`config.mk`:
```
export PLATFORM = sky130hd
export DESIGN_NAME = gpio_clk_port
export DESIGN_NICKNAME = d
export VERILOG_FILES = /design/src/rtl/gpio_clk_pkg.sv /design/src/rtl/gpio_dir_reg.sv /design/src/rtl/gpio_dat_reg.sv /design/src/rtl/gpio_pin_mux.sv /design/src/rtl/gpio_clk_port.sv
export SDC_FILE = /design/constraint.sdc
export NUM_CORES = 1
export LEC_CHECK = 0
export CAP_MARGIN = 15
export CORE_UTILIZATION = 47
export CTS_BUF_LIST = sky130_fd_sc_hd__clkbuf_4 sky130_fd_sc_hd__clkbuf_8
export DETAILED_ROUTE_END_ITERATION = 8
export GPL_TIMING_DRIVEN = 0
export PLACE_DENSITY = 0.95
export REMOVE_ABC_BUFFERS = 1
export SETUP_SLACK_MARGIN = 0.5
export SYNTH_ARGS = -nofsm -noshare
export SYNTH_HDL_FRONTEND = slang
export SYNTH_HIERARCHICAL = 1
export SYNTH_SLANG_ARGS = --single-unit
```
`constraint.sdc`:
```
create_clock -name clk_i -period 6.5 [get_ports clk_i]
set_clock_uncertainty 0.2 [all_clocks]
set_input_delay 1.95 -clock clk_i [delete_from_list [all_inputs] [get_ports clk_i]]
set_output_delay 1.95 -clock clk_i [all_outputs]
set_load 0.05 [all_outputs]
```
`src/rtl/gpio_clk_pkg.sv`:
```
package gpio_clk_pkg;
  localparam int unsigned ADDR_W  = 8;
  localparam logic [ADDR_W-1:0] DIR_OFS = 8'h80;
  localparam logic [ADDR_W-1:0] DAT_OFS = 8'h82;
endpackage

```
`src/rtl/gpio_dir_reg.sv`:
```
module gpio_dir_reg #(
  parameter int unsigned W   = 8,
  parameter logic [W-1:0] RST = 8'h03
) (
  input  logic         clk_i,
  input  logic         rst_ni,
  input  logic         hw_stby_i,
  input  logic         wr_en_i,
  input  logic [W-1:0] wdata_i,
  output logic [W-1:0] dir_o
);
  logic [W-1:0] dir_q;

  always_ff @(posedge clk_i or negedge rst_ni) begin
    if (!rst_ni)        dir_q <= RST;
    else if (hw_stby_i) dir_q <= '0;
    else if (wr_en_i)   dir_q <= wdata_i;
  end

  // standby masks the enables at once; the register clears on the next edge
  assign dir_o = hw_stby_i ? '0 : dir_q;
endmodule

```
`src/rtl/gpio_dat_reg.sv`:
```
module gpio_dat_reg #(
  parameter int unsigned W = 8
) (
  input  logic         clk_i,
  input  logic         rst_ni,
  input  logic         wr_en_i,
  input  logic [W-1:0] wdata_i,
  input  logic [W-1:0] pad_in_i,
  output logic [W-1:0] dat_o,
  output logic [W-1:0] pad_sync_o
);
  logic [W-1:0] dat_q;
  logic [W-1:0] sync_q;

  always_ff @(posedge clk_i or negedge rst_ni) begin
    if (!rst_ni)      dat_q <= '0;
    else if (wr_en_i) dat_q <= wdata_i;
  end

  always_ff @(posedge clk_i or negedge rst_ni) begin
    if (!rst_ni) sync_q <= '0;
    else         sync_q <= pad_in_i;
  end

  assign dat_o      = dat_q;
  assign pad_sync_o = sync_q;
endmodule

```
`src/rtl/gpio_pin_mux.sv`:
```
module gpio_pin_mux #(
  parameter int unsigned W        = 8,
  parameter int unsigned CLK_PINS = 2
) (
  input  logic [W-1:0]        dir_i,
  input  logic [W-1:0]        dat_i,
  input  logic [W-1:0]        pad_sync_i,
  input  logic [CLK_PINS-1:0] sys_clk_i,
  output logic [W-1:0]        pad_out_o,
  output logic [W-1:0]        rd_val_o
);
  for (genvar i = 0; i < W; i++) begin : g_pin
    if (i < CLK_PINS) begin : g_clk
      assign pad_out_o[i] = dir_i[i] ? sys_clk_i[i] : dat_i[i];
      assign rd_val_o[i]  = dir_i[i] ? sys_clk_i[i] : pad_sync_i[i];
    end else begin : g_dat
      assign pad_out_o[i] = dat_i[i];
      assign rd_val_o[i]  = dir_i[i] ? dat_i[i] : pad_sync_i[i];
    end
  end
endmodule

```
`src/rtl/gpio_clk_port.sv`:
```
module gpio_clk_port #(
  parameter int unsigned W        = 8,
  parameter int unsigned CLK_PINS = 2,
  parameter int unsigned ADDR_W   = gpio_clk_pkg::ADDR_W,
  parameter logic [W-1:0] DIR_RST = 8'h03,
  parameter logic [ADDR_W-1:0] DIR_ADDR = gpio_clk_pkg::DIR_OFS,
  parameter logic [ADDR_W-1:0] DAT_ADDR = gpio_clk_pkg::DAT_OFS
) (
  input  logic                clk_i,
  input  logic                rst_ni,
  input  logic                hw_stby_i,
  input  logic                sw_stby_i,
  input  logic [CLK_PINS-1:0] sys_clk_i,
  input  logic [ADDR_W-1:0]   bus_addr_i,
  input  logic                bus_wr_i,
  input  logic                bus_rd_i,
  input  logic [W-1:0]        bus_wdata_i,
  output logic [W-1:0]        bus_rdata_o,
  input  logic [W-1:0]        pad_in_i,
  output logic [W-1:0]        pad_out_o,
  output logic [W-1:0]        pad_oe_o
);
  logic          dir_sel, dat_sel;
  logic [W-1:0]  dir, dat, pad_sync, rd_val;
  logic          sw_stby_unused;

  // software standby keeps all port state as is
  assign sw_stby_unused = sw_stby_i;

  assign dir_sel = (bus_addr_i == DIR_ADDR);
  assign dat_sel = (bus_addr_i == DAT_ADDR);

  gpio_dir_reg #(.W(W), .RST(DIR_RST)) u_dir (
    .clk_i    (clk_i),
    .rst_ni   (rst_ni),
    .hw_stby_i(hw_stby_i),
    .wr_en_i  (bus_wr_i && dir_sel),
    .wdata_i  (bus_wdata_i),
    .dir_o    (dir)
  );

  gpio_dat_reg #(.W(W)) u_dat (
    .clk_i     (clk_i),
    .rst_ni    (rst_ni),
    .wr_en_i   (bus_wr_i && dat_sel),
    .wdata_i   (bus_wdata_i),
    .pad_in_i  (pad_in_i),
    .dat_o     (dat),
    .pad_sync_o(pad_sync)
  );

  gpio_pin_mux #(.W(W), .CLK_PINS(CLK_PINS)) u_mux (
    .dir_i     (dir),
    .dat_i     (dat),
    .pad_sync_i(pad_sync),
    .sys_clk_i (sys_clk_i),
    .pad_out_o (pad_out_o),
    .rd_val_o  (rd_val)
  );

  assign pad_oe_o = dir;

  always_comb begin
    bus_rdata_o = '0;
    if (bus_rd_i) begin
      if (dir_sel)      bus_rdata_o = '1;
      else if (dat_sel) bus_rdata_o = rd_val;
    end
  end
endmodule

```
After elaboration in Yosys (flattened, before gate mapping)
Cells that the tools add are included.
{"block": "totals", "reg_bits": 24, "input_bits": 32, "wordCells": 24}
{"block": "classes", "n_eq_ne": 2, "muxes": 16, "n_reduce_logical": 3}
{"op": "8-bit two-way mux", "n": 6}
{"op": "8-bit == test, second input constant", "n": 2}
{"op": "1-bit two-way mux", "n": 10}
{"op": "1-bit logical AND", "n": 2}
{"op": "2-bit nonzero test", "n": 1}

Longest topological paths before layout
Gate-level depths: netlist of the first run.
{"block": "logic_depth", "depth_word": 5, "mapped_depth": 6}

Modules after synthesis
Netlist of the first run, hierarchy kept.
{"module": "gpio_dat_reg", "instances": 1, "cells_each": 25, "area_per_inst_um2": 531.8}
{"module": "gpio_dir_reg", "instances": 1, "cells_each": 34, "area_per_inst_um2": 410.4}
{"module": "gpio_clk_port", "instances": 1, "cells_each": 25, "area_per_inst_um2": 203.9}
{"module": "gpio_pin_mux", "instances": 1, "cells_each": 16, "area_per_inst_um2": 180.2}

Least setup slack after synthesis of the first run
OpenSTA, ideal clock, no wires.
{"block": "synth_path", "path_type": "input port to output port", "from": "input hw_stby_i", "to": "output bus_rdata_o[0]", "t_arrival_ps": 3736, "required_time_ps": 4350, "path_slack_ps": 614, "path_stages": 4, "path_buffers": 0, "cell_sequence": "nor2b_1 mux2_4 nor2b_1 nor3_2"}
{"block": "synth_between", "elab_chain_len": 5}
{"item": "start: declaration", "line": "gpio_clk_port.sv:11", "source": "input logic hw_stby_i,"}
{"item": "8-bit two-way mux", "line": "gpio_dir_reg.sv:21", "source": "assign dir_o = hw_stby_i ? '0 : dir_q;"}
{"item": "1-bit two-way mux", "line": "gpio_pin_mux.sv:15", "source": "assign rd_val_o[i] = dir_i[i] ? sys_clk_i[i] : pad_sync_i[i];"}
{"item": "net rd_val[0]", "line": "gpio_clk_port.sv:24", "source": "logic [W-1:0] dir, dat, pad_sync, rd_val;"}
{"item": "8-bit two-way mux", "line": "gpio_clk_port.sv:67", "source": "else if (dat_sel) bus_rdata_o = rd_val;"}
{"item": "8-bit two-way mux", "line": "gpio_clk_port.sv:66", "source": "if (dir_sel) bus_rdata_o = '1;"}
{"item": "8-bit two-way mux", "line": "gpio_clk_port.sv:65", "source": "if (bus_rd_i) begin"}
{"item": "end: declaration", "line": "gpio_clk_port.sv:18", "source": "output logic [W-1:0] bus_rdata_o,"}
The timed path passes the listed nets, and every way through them passes these cells.

Worst setup path after layout of the first run
{"block": "layout_path", "from": "input bus_addr_i[3]", "to": "output bus_rdata_o[7]"}
{"block": "layout_between", "elab_chain_len": 4, "elab_cells_between_ends": 5}
{"item": "start: declaration", "line": "gpio_clk_port.sv:14", "source": "input logic [ADDR_W-1:0] bus_addr_i,"}
{"item": "8-bit == test", "line": "gpio_clk_port.sv:31", "source": "assign dat_sel = (bus_addr_i == DAT_ADDR);"}
{"item": "8-bit two-way mux", "line": "gpio_clk_port.sv:67"}
{"item": "8-bit two-way mux (*)", "line": "gpio_clk_port.sv:66"}
{"item": "8-bit two-way mux (*)", "line": "gpio_clk_port.sv:65"}
Every way passes the cells marked *; elsewhere a longest branch is shown, timed or not.

==> flow_metrics.env, run 1 <==
export IMPL_numCtsBuffers=3
export IMPL_multi_input_area_um2=627
export IMPL_grtUsageTotal_pct=20.8
export IMPL_fp_dieH_um=55.1
export IMPL_slew_headroom_pct=35.2
export IMPL_dr_pass1_iters=4
export IMPL_die_x_um=55.1
export IMPL_cp_data_required_time_ns=4.35
export IMPL_worst_setup_path_start_kind="primary input"
export IMPL_start_util_pct=51.7
export IMPL_critPathArrivalTime_ns=3.78
export IMPL_gp_congestion=0.746
export IMPL_yosysTopAreaCell="dfrtp_1"
export IMPL_outcome="completed"
export IMPL_synth_cell_types=16
export IMPL_power_total_mw=0.273
export IMPL_critical_path_class="in2out"
export IMPL_worst_ir_drop_vdd_v=0.000142
export IMPL_antenna_found_initial=0
export IMPL_global_route_usage_met3_pct=5.46
export IMPL_synthCells=100
export IMPL_grt_pass1_vias=894
export IMPL_grt_util_met1_pct=25.6
export IMPL_cap_violations=0
export IMPL_via_per_inst=5.13
export IMPL_pin_count=56
export IMPL_synth_area_mm2=0.00133
export IMPL_critPathCaptureType="primary output"
export IMPL_setup_viol=0
export IMPL_grt_max_degree=25
export IMPL_cp_cell_sequence="clkdlybuf4s50_1, or4b_1, nor3_2, clkdlybuf4s15_2"
export IMPL_cts_htree_levels=1
export IMPL_num_vias=902
export IMPL_clock_fmax_mhz=169
export IMPL_clk_latency_ns=0.30
export IMPL_place_ws_ns=-0.160
export IMPL_rows=18
export IMPL_cts_resized=27
export IMPL_area_delta_synth_final_pct=40.6
export IMPL_cp_slowest_cell="or4b_1"
export IMPL_syn_avg_cell_area_um2=13.3
export IMPL_ys_top_cells_by_area="dfrtp_1, mux2_4, nor3_2, nor2b_1, mux2i_1"
export IMPL_diodes=0
export IMPL_drt_initial_drc_count=11
export IMPL_rsz0062_at_grt="false"
export IMPL_dp_hpwl_mm=2.18
export IMPL_ys_warnings_count=6
export IMPL_clock_path_buffers=2
export IMPL_wl_per_cell_um=16.4
export IMPL_grt_busiest_layer="met2"
export IMPL_setup_ws_ns=0.570
export IMPL_fp_coreArea_mm2=0.00257
export IMPL_post_route_drc_count=0
export IMPL_postCtsHoldBufs=0
export IMPL_root_buffer="clkbuf_4"
export IMPL_port_buffer_count=54
export IMPL_design_die_area_mm2=0.00304
export IMPL_hold_path_class="reg2reg"
export IMPL_grt_util_met2_pct=34.9
export IMPL_post_cts_repair_setup_buffers=0
export IMPL_ys_seq_area_share_pct=45.5
export IMPL_fill_cells=164
export IMPL_ys_seq_elements=24
export IMPL_cts_sinks=24
export IMPL_synth_top_area_share_pct=41.5
export IMPL_worstMarginPinSlew_ns=0.966
export IMPL_p_leak_nw=0.716
export IMPL_slew_viol_final=0
export IMPL_grt_ovfl_total=0
export IMPL_cts_clk_slew_worst_paths_ns=0.12
export IMPL_grt_pass1_wl_mm=4.19
export IMPL_hold_viol_final=0
export IMPL_drt_total_wl_mm=2.89
export IMPL_slowest_delay_ns=0.75
export IMPL_min_period_ns=5.93
export IMPL_drtAntennaViolNets=0
export IMPL_cts_tree="done"
export IMPL_cp_max_fo=8
export IMPL_layout_nets=180
export IMPL_regArea_um2=603
export IMPL_drive_above_1_share_pct=38.4
export IMPL_holdWs_ns=0.343
export IMPL_power_density_mw_per_mm2=147
export IMPL_finalCritPeriodShare_pct=91.2
==> critical path, delay by kind of cell <==
| kind | cells | cell delay [ns] |
|---|---|---|
| buffers and inverters | 2 | 0.81 |
| AND/OR/NAND/NOR | 2 | 1.02 |
==> sequential cells by signal (all words and copies together), names as in the netlist <==
name / cells
u_dat/pad_sync_o: 8
u_dat/dat_o: 8
u_dir/dir_q: 8
==> cell usage in the layout (no fill, tap or decap), drive strengths merged <==
cell type,instances
clkbuf,5
clkdlybuf4s15,8
clkdlybuf4s50,45
dfrtp,22
dfstp,2
inv,1
mux2,18
mux2i,8
nor2,8
nor2b,16
nor3,10
or4b,3
==> cells in the mapped netlist <==
master,number
buf_4,6
nor2_2,8
dfrtp_1,22
nor2b_2,2
inv_1,1
dfstp_2,2
or4b_1,2
mux2_2,4
mux2i_1,8
mux2_4,14
buf_2,1
or4b_2,1
nor3_2,10
clkbuf_1,1
buf_6,4
nor2b_1,14
==> layer usage <==
| metal | wire (µm) | share of wire, % |
|---|---|---|
| met1 | 1150 | 40 |
| met2 | 1530 | 53 |
| met3 | 177 | 6.1 |
| met4 | 29 | 1.0 |
| met5 | 0 | 0 |
==> cell type report <==
cell class / count / area share (%)
multi-input combinational: 63 / 33.6
timing repair buffer: 55 / 30.6
inverter: 1 / 0.201
clock buffer: 3 / 1.21
tap: 30 / 2.01
sequential: 24 / 32.3
==> worst paths after layout <==
check	cells past startpoint	to	from	slack [ns]
max	4	bus_rdata_o[7]	bus_addr_i[3]	0.57
min	2	u_dir/dir_q[7]	u_dir/dir_q[7]	0.34
max reg2reg	2	u_dir/dir_q[1]	u_dir/dir_q[1]	5.45
min reg2reg	2	u_dir/dir_q[7]	u_dir/dir_q[7]	0.34
max in group asynchronous	2	u_dir/dir_q[1]	rst_ni	4.01
min in group asynchronous	1	u_dat/dat_o[2]	rst_ni	1.62
==> cells by family (layout without fill, tap and decap cells) <==
family,Yosys count,in the layout,synth area share [%]
flops,24,24,45.5
simple gates,37,37,21.5
buf+inv,13,59,7.73
mux,26,26,25.3
==> report_power, final <==
part           leakage [nW]  switching (mW)  total [mW]  internal (mW)
Sequential            0.308         0.00263       0.157          0.154
Clock                0.0138          0.0407      0.0624         0.0216
Combinational         0.394          0.0242      0.0541         0.0299
Total                 0.716          0.0675       0.273          0.206
==> through the flow <==
stage / instance area (µm²) / utilization, % / cells / setup TNS (ns)
finish: 1860 / 72.6 / 176 / 0
global route: 1860 / 72.6 / 176 / 0
CTS: 1840 / 71.8 / 175 / 0
detailed placement: 1810 / 70.3 / 172 / -0.477
global placement: 1810 / 70.3 / 172 / -0.368
floorplan: 1230 / - / 88 / 0
(Power assumes the default switching activity.)
==> run 2: changes to the inputs <==
CAP_MARGIN = 10   (was 15)
==> run 2 against run 1 <==
Power decreased by 0.69%. Largest power group unchanged. Fmax increased by 0.39%. First-iteration DRC count decreased by 36%. Sequential power about the same.
==> flow_metrics.env, run 2 (synthesis results as in run 1) <==
export IMPL_outcome="completed"
export IMPL_min_period_ns=5.91
export IMPL_layout_commonest_cell="clkdlybuf4s50_1"
export IMPL_fp_dieH_um=55.1
export IMPL_slew_headroom_pct=28.4
export IMPL_finalCritPeriodShare_pct=90.9
export IMPL_critPathArrivalTime_ns=3.76
export IMPL_worst_ir_drop_vdd_v=0.000141
export IMPL_postCtsHoldBufs=0
export IMPL_layout_common_cells="clkdlybuf4s50_1, dfrtp_1, mux2_4"
export IMPL_port_buffer_count=54
export IMPL_grt_pass1_vias=894
export IMPL_pin_count=56
export IMPL_cts_tree="done"
export IMPL_gp_congestion=0.746
export IMPL_root_buffer="clkbuf_4"
export IMPL_clock_fmax_mhz=169
export IMPL_place_inst=172
export IMPL_cap_violations=0
export IMPL_slew_viol_final=0
export IMPL_area_delta_synth_final_pct=38.7
export IMPL_fin_cells=175
export IMPL_drt_initial_drc_count=7
export IMPL_clock_path_buffers=2
export IMPL_fp_coreArea_mm2=0.00257
export IMPL_antenna_found_initial=0
export IMPL_holdWs_ns=0.333
export IMPL_via_per_inst=5.08
export IMPL_post_route_drc_count=0
export IMPL_drtAntennaViolNets=0
export IMPL_rsz0062_at_grt="false"
export IMPL_cts_sinks=24
export IMPL_p_leak_nw=0.704
export IMPL_design_die_area_mm2=0.00304
export IMPL_grt_ovfl_total=0
export IMPL_hold_path_class="reg2reg"
export IMPL_num_vias=889
export IMPL_regArea_um2=603
export IMPL_layout_nets=179
export IMPL_rows=18
export IMPL_grt_pass1_wl_mm=4.19
export IMPL_drt_total_wl_mm=2.90
export IMPL_cts_htree_levels=1
export IMPL_worst_setup_path_start_kind="primary input"
export IMPL_power_density_mw_per_mm2=148
export IMPL_final_area_mm2=0.00184
export IMPL_numCtsBuffers=3
export IMPL_multi_input_area_um2=627
export IMPL_grt_max_degree=25
export IMPL_start_util_pct=51.7
export IMPL_critPathCaptureType="primary output"
export IMPL_cp_data_required_time_ns=4.35
export IMPL_setup_viol=0
export IMPL_placedInstanceArea_mm2=0.00181
export IMPL_die_x_um=55.1
export IMPL_cp_max_fo=8
export IMPL_dr_pass1_iters=3
export IMPL_clk_latency_ns=0.30
export IMPL_fill_cells=175
export IMPL_drive_above_1_share_pct=37.9
export IMPL_diodes=0
export IMPL_wl_per_cell_um=16.6
export IMPL_worstMarginPinSlew_ns=1.07
export IMPL_grtUsageTotal_pct=20.8
export IMPL_cts_clk_slew_worst_paths_ns=0.12
export IMPL_dp_hpwl_mm=2.18
export IMPL_critical_path_class="in2out"
export IMPL_hold_viol_final=0
==> run 2: layout make-up <==
class                      instances  area share, %
timing repair buffer              54           29.7
clock buffer                       3           1.22
tap                               30           2.04
inverter                           1          0.204
sequential                        24           32.8
multi-input combinational         63           34.1
==> run 2: through the flow <==
| stage | power (mW) | setup TNS [ns] | utilization [%] | setup WS (ns) |
|---|---|---|---|---|
| after CTS | 0.275 | 0 | 71.8 | 0.466 |
| after global routing | 0.285 | 0 | 71.6 | 0.513 |
| after detailed placement | 0.212 | -0.477 | 70.3 | -0.160 |
| after floorplan | 0.180 | 0 | - | 0.614 |
| final | 0.271 | 0 | 71.6 | 0.593 |
| after global placement | 0.210 | -0.368 | 70.3 | -0.132 |
==> run 2: power breakdown <==
part           internal, mW  switching [mW]
registers             0.154         0.00264
logic                0.0285          0.0240
clock network        0.0216          0.0404
==> run 2: path summary, 6_finish.rpt <==
kind / slack, ns / endpoint / depth (start not counted) / startpoint
min in group asynchronous: 2.01 / u_dat/dat_o[2] / 1 / rst_ni
hold / removal: 0.33 / u_dir/dir_q[2] / 2 / u_dir/dir_q[2]
setup reg to reg: 5.46 / u_dir/dir_q[1] / 2 / u_dir/dir_q[1]
setup / recovery: 0.59 / bus_rdata_o[7] / 4 / bus_addr_i[3]
hold reg to reg: 0.33 / u_dir/dir_q[2] / 2 / u_dir/dir_q[2]
max in group asynchronous: 3.45 / u_dir/dir_q[7] / 1 / rst_ni
==> run 2: per-layer routing <==
metal	track usage [%]	wire (µm)
met5	0	0
met4	7.50	29
met2	34.9	1510
met3	5.46	165
met1	25.6	1200
==> run 2: what timing repair did <==
| action | in CTS | in global routing |
|---|---|---|
| setup endpoints to repair | 18 | 1 |
| buffers inserted | 0 | 0 |
| resized for setup | 27 | 2 |
==> run 2: worst max-delay path, cell delays in order <==
cell and delay (ns):
clkdlybuf4s50_1 0.41, or4b_1 0.74, nor3_2 0.25, clkdlybuf4s15_2 0.40
==> run 3: changes to the inputs <==
PLACE_DENSITY = default   (was 0.95)
PLACE_DENSITY_LB_ADDON = 0.3   (was default)
==> run 3 against run 2 <==
Setup slack improved by 0.016 ns. Final cell count is 0.57% higher. Cell area rose by 1.7%. Power increased by 18%. Register-to-register slack improved by 0.04 ns. Clock-buffer cell count unchanged. Core utilization is 1.2 points higher.
==> flow_metrics.env, run 3 (synthesis results as in run 1) <==
export IMPL_critPathLaunch="hw_stby_i"
export IMPL_setup_viol=0
export IMPL_slew_headroom_pct=29.1
export IMPL_start_util_pct=51.7
export IMPL_port_buffer_count=54
export IMPL_ff2ff_path_depth=1
export IMPL_worstSetupPathDepth=4
export IMPL_hold_path_class="reg2reg"
export IMPL_critical_path_class="in2out"
export IMPL_clock_path_buffers=2
export IMPL_cts_resized=27
export IMPL_drt_initial_drc_count=3
export IMPL_layout_nets=179
export IMPL_diodes=0
export IMPL_setup_ws_ns=0.609
export IMPL_drive_above_1_share_pct=38.4
export IMPL_fp_dieH_um=55.1
export IMPL_crit_family="buffers and inverters"
export IMPL_place_ws_ns=-0.151
export IMPL_min_period_ns=5.89
export IMPL_cts_htree_levels=1
export IMPL_clk_latency_ns=0.33
export IMPL_grt_pass1_vias=907
export IMPL_rsz0062_at_grt="false"
export IMPL_cp_slowest_cell="clkdlybuf4s50_1"
export IMPL_final_area_mm2=0.00187
export IMPL_fp_coreArea_mm2=0.00257
export IMPL_worstMarginPinSlew_ns=1.06
export IMPL_power_density_mw_per_mm2=171
export IMPL_critPathArrivalTime_ns=3.74
export IMPL_dr_pass1_iters=4
export IMPL_rr_endpoint="u_dat/dat_o[2]"
export IMPL_power_total_mw=0.319
export IMPL_area_delta_synth_final_pct=41.0
export IMPL_cp_data_required_time_ns=4.35
export IMPL_via_per_inst=5.10
export IMPL_cap_violations=0
export IMPL_worst_ir_drop_vdd_v=0.000131
export IMPL_root_buffer="clkbuf_4"
export IMPL_tns_ns=0
export IMPL_grt_max_degree=25
export IMPL_hold_viol_final=0
export IMPL_grtUsageTotal_pct=20.4
export IMPL_post_cts_repair_setup_buffers=0
export IMPL_die_x_um=55.1
export IMPL_fill_cells=184
export IMPL_grt_ovfl_total=0
export IMPL_antenna_found_initial=0
export IMPL_drt_total_wl_mm=2.82
export IMPL_postCtsHoldBufs=0
export IMPL_wl_per_cell_um=16.0
export IMPL_critPathCaptureType="primary output"
export IMPL_placedInstanceArea_mm2=0.00181
export IMPL_slew_viol_final=0
export IMPL_cp_max_fo=16
export IMPL_gp_congestion=0.673
export IMPL_path_buf_inv=2
export IMPL_dp_hpwl_mm=2.09
export IMPL_p_leak_nw=0.720
export IMPL_pin_count=56
export IMPL_cts_clk_slew_worst_paths_ns=0.14
export IMPL_numCtsBuffers=3
export IMPL_cts_sinks=24
export IMPL_slowest_delay_ns=0.70
export IMPL_crit_path_end="pad_out_o[0]"
export IMPL_cp_cell_sequence="clkdlybuf4s15_2, nor2b_1, mux2_4, clkdlybuf4s50_1"
export IMPL_rows=18
export IMPL_post_route_drc_count=0
export IMPL_reg2reg_slack_ns=5.50
export IMPL_layout_common_cells="clkdlybuf4s50_1, dfrtp_1, nor2b_1, mux2_4, nor3_2"
export IMPL_design_die_area_mm2=0.00304
export IMPL_drtAntennaViolNets=0
export IMPL_outcome="completed"
export IMPL_cts_tree="done"
export IMPL_worst_setup_path_start_kind="primary input"
export IMPL_num_vias=898
export IMPL_layout_commonest_cell="clkdlybuf4s50_1"
export IMPL_finalCritPeriodShare_pct=90.6
export IMPL_clock_fmax_mhz=170
export IMPL_grt_pass1_wl_mm=4.15
export IMPL_r2r_start="u_dat/dat_o[2]"
[run 3: tightest hold or removal path, cell delays in order, from the launching register on]
cell	delay (ns)
dfrtp_1	0.37
mux2i_1	0.07
nor2_2	0.07
[run 3: worst min-delay path by stage]
stage                    from             end  cells past startpoint
6_report       u_dir/dir_q[2]  u_dir/dir_q[2]                      2
2_1_floorplan  u_dat/dat_o[0]  u_dat/dat_o[0]                      1
4_1_cts        u_dir/dir_q[2]  u_dir/dir_q[2]                      2
3_5_place_dp   u_dir/dir_q[2]  u_dir/dir_q[2]                      2
5_1_grt        u_dat/dat_o[1]  u_dat/dat_o[1]                      1
3_3_place_gp   u_dir/dir_q[2]  u_dir/dir_q[2]                      2
[run 3: cell type report]
cell class,count,area [µm²],share of cell area [%]
clock buffers,3,22.5,1.20
inverters,1,3.75,0.201
clock inverters,1,30.0,1.61
multi-input cells,63,628,33.6
flip-flops and latches,24,603,32.2
well taps,30,37.5,2.01
repair buffers,54,546,29.2
[run 3: through the flow]
stage | hold WS (ns) | instances | util (%)
after global placement | 0.297 | 172 | 70.3
final | 0.334 | 176 | 72.9
after floorplan | 0.282 | 88 | -
after detailed placement | 0.304 | 172 | 70.3
after global routing | 0.353 | 176 | 72.9
after CTS | 0.337 | 176 | 72.9
[run 3: routing by layer]
metal	part of all wire, %	track usage [%]	vias up
met4	0.96	7.50	0
met2	55	38.0	33
li1	-	-	424
met1	39	22.9	439
met5	0	0	-
met3	5.8	3.55	2
[run 3: power breakdown]
group          total [mW]  leakage [nW]  switching, mW  internal [mW]
Combinational      0.0525         0.384         0.0238         0.0287
Clock               0.110        0.0279         0.0473         0.0625
Sequential          0.157         0.308        0.00262          0.154
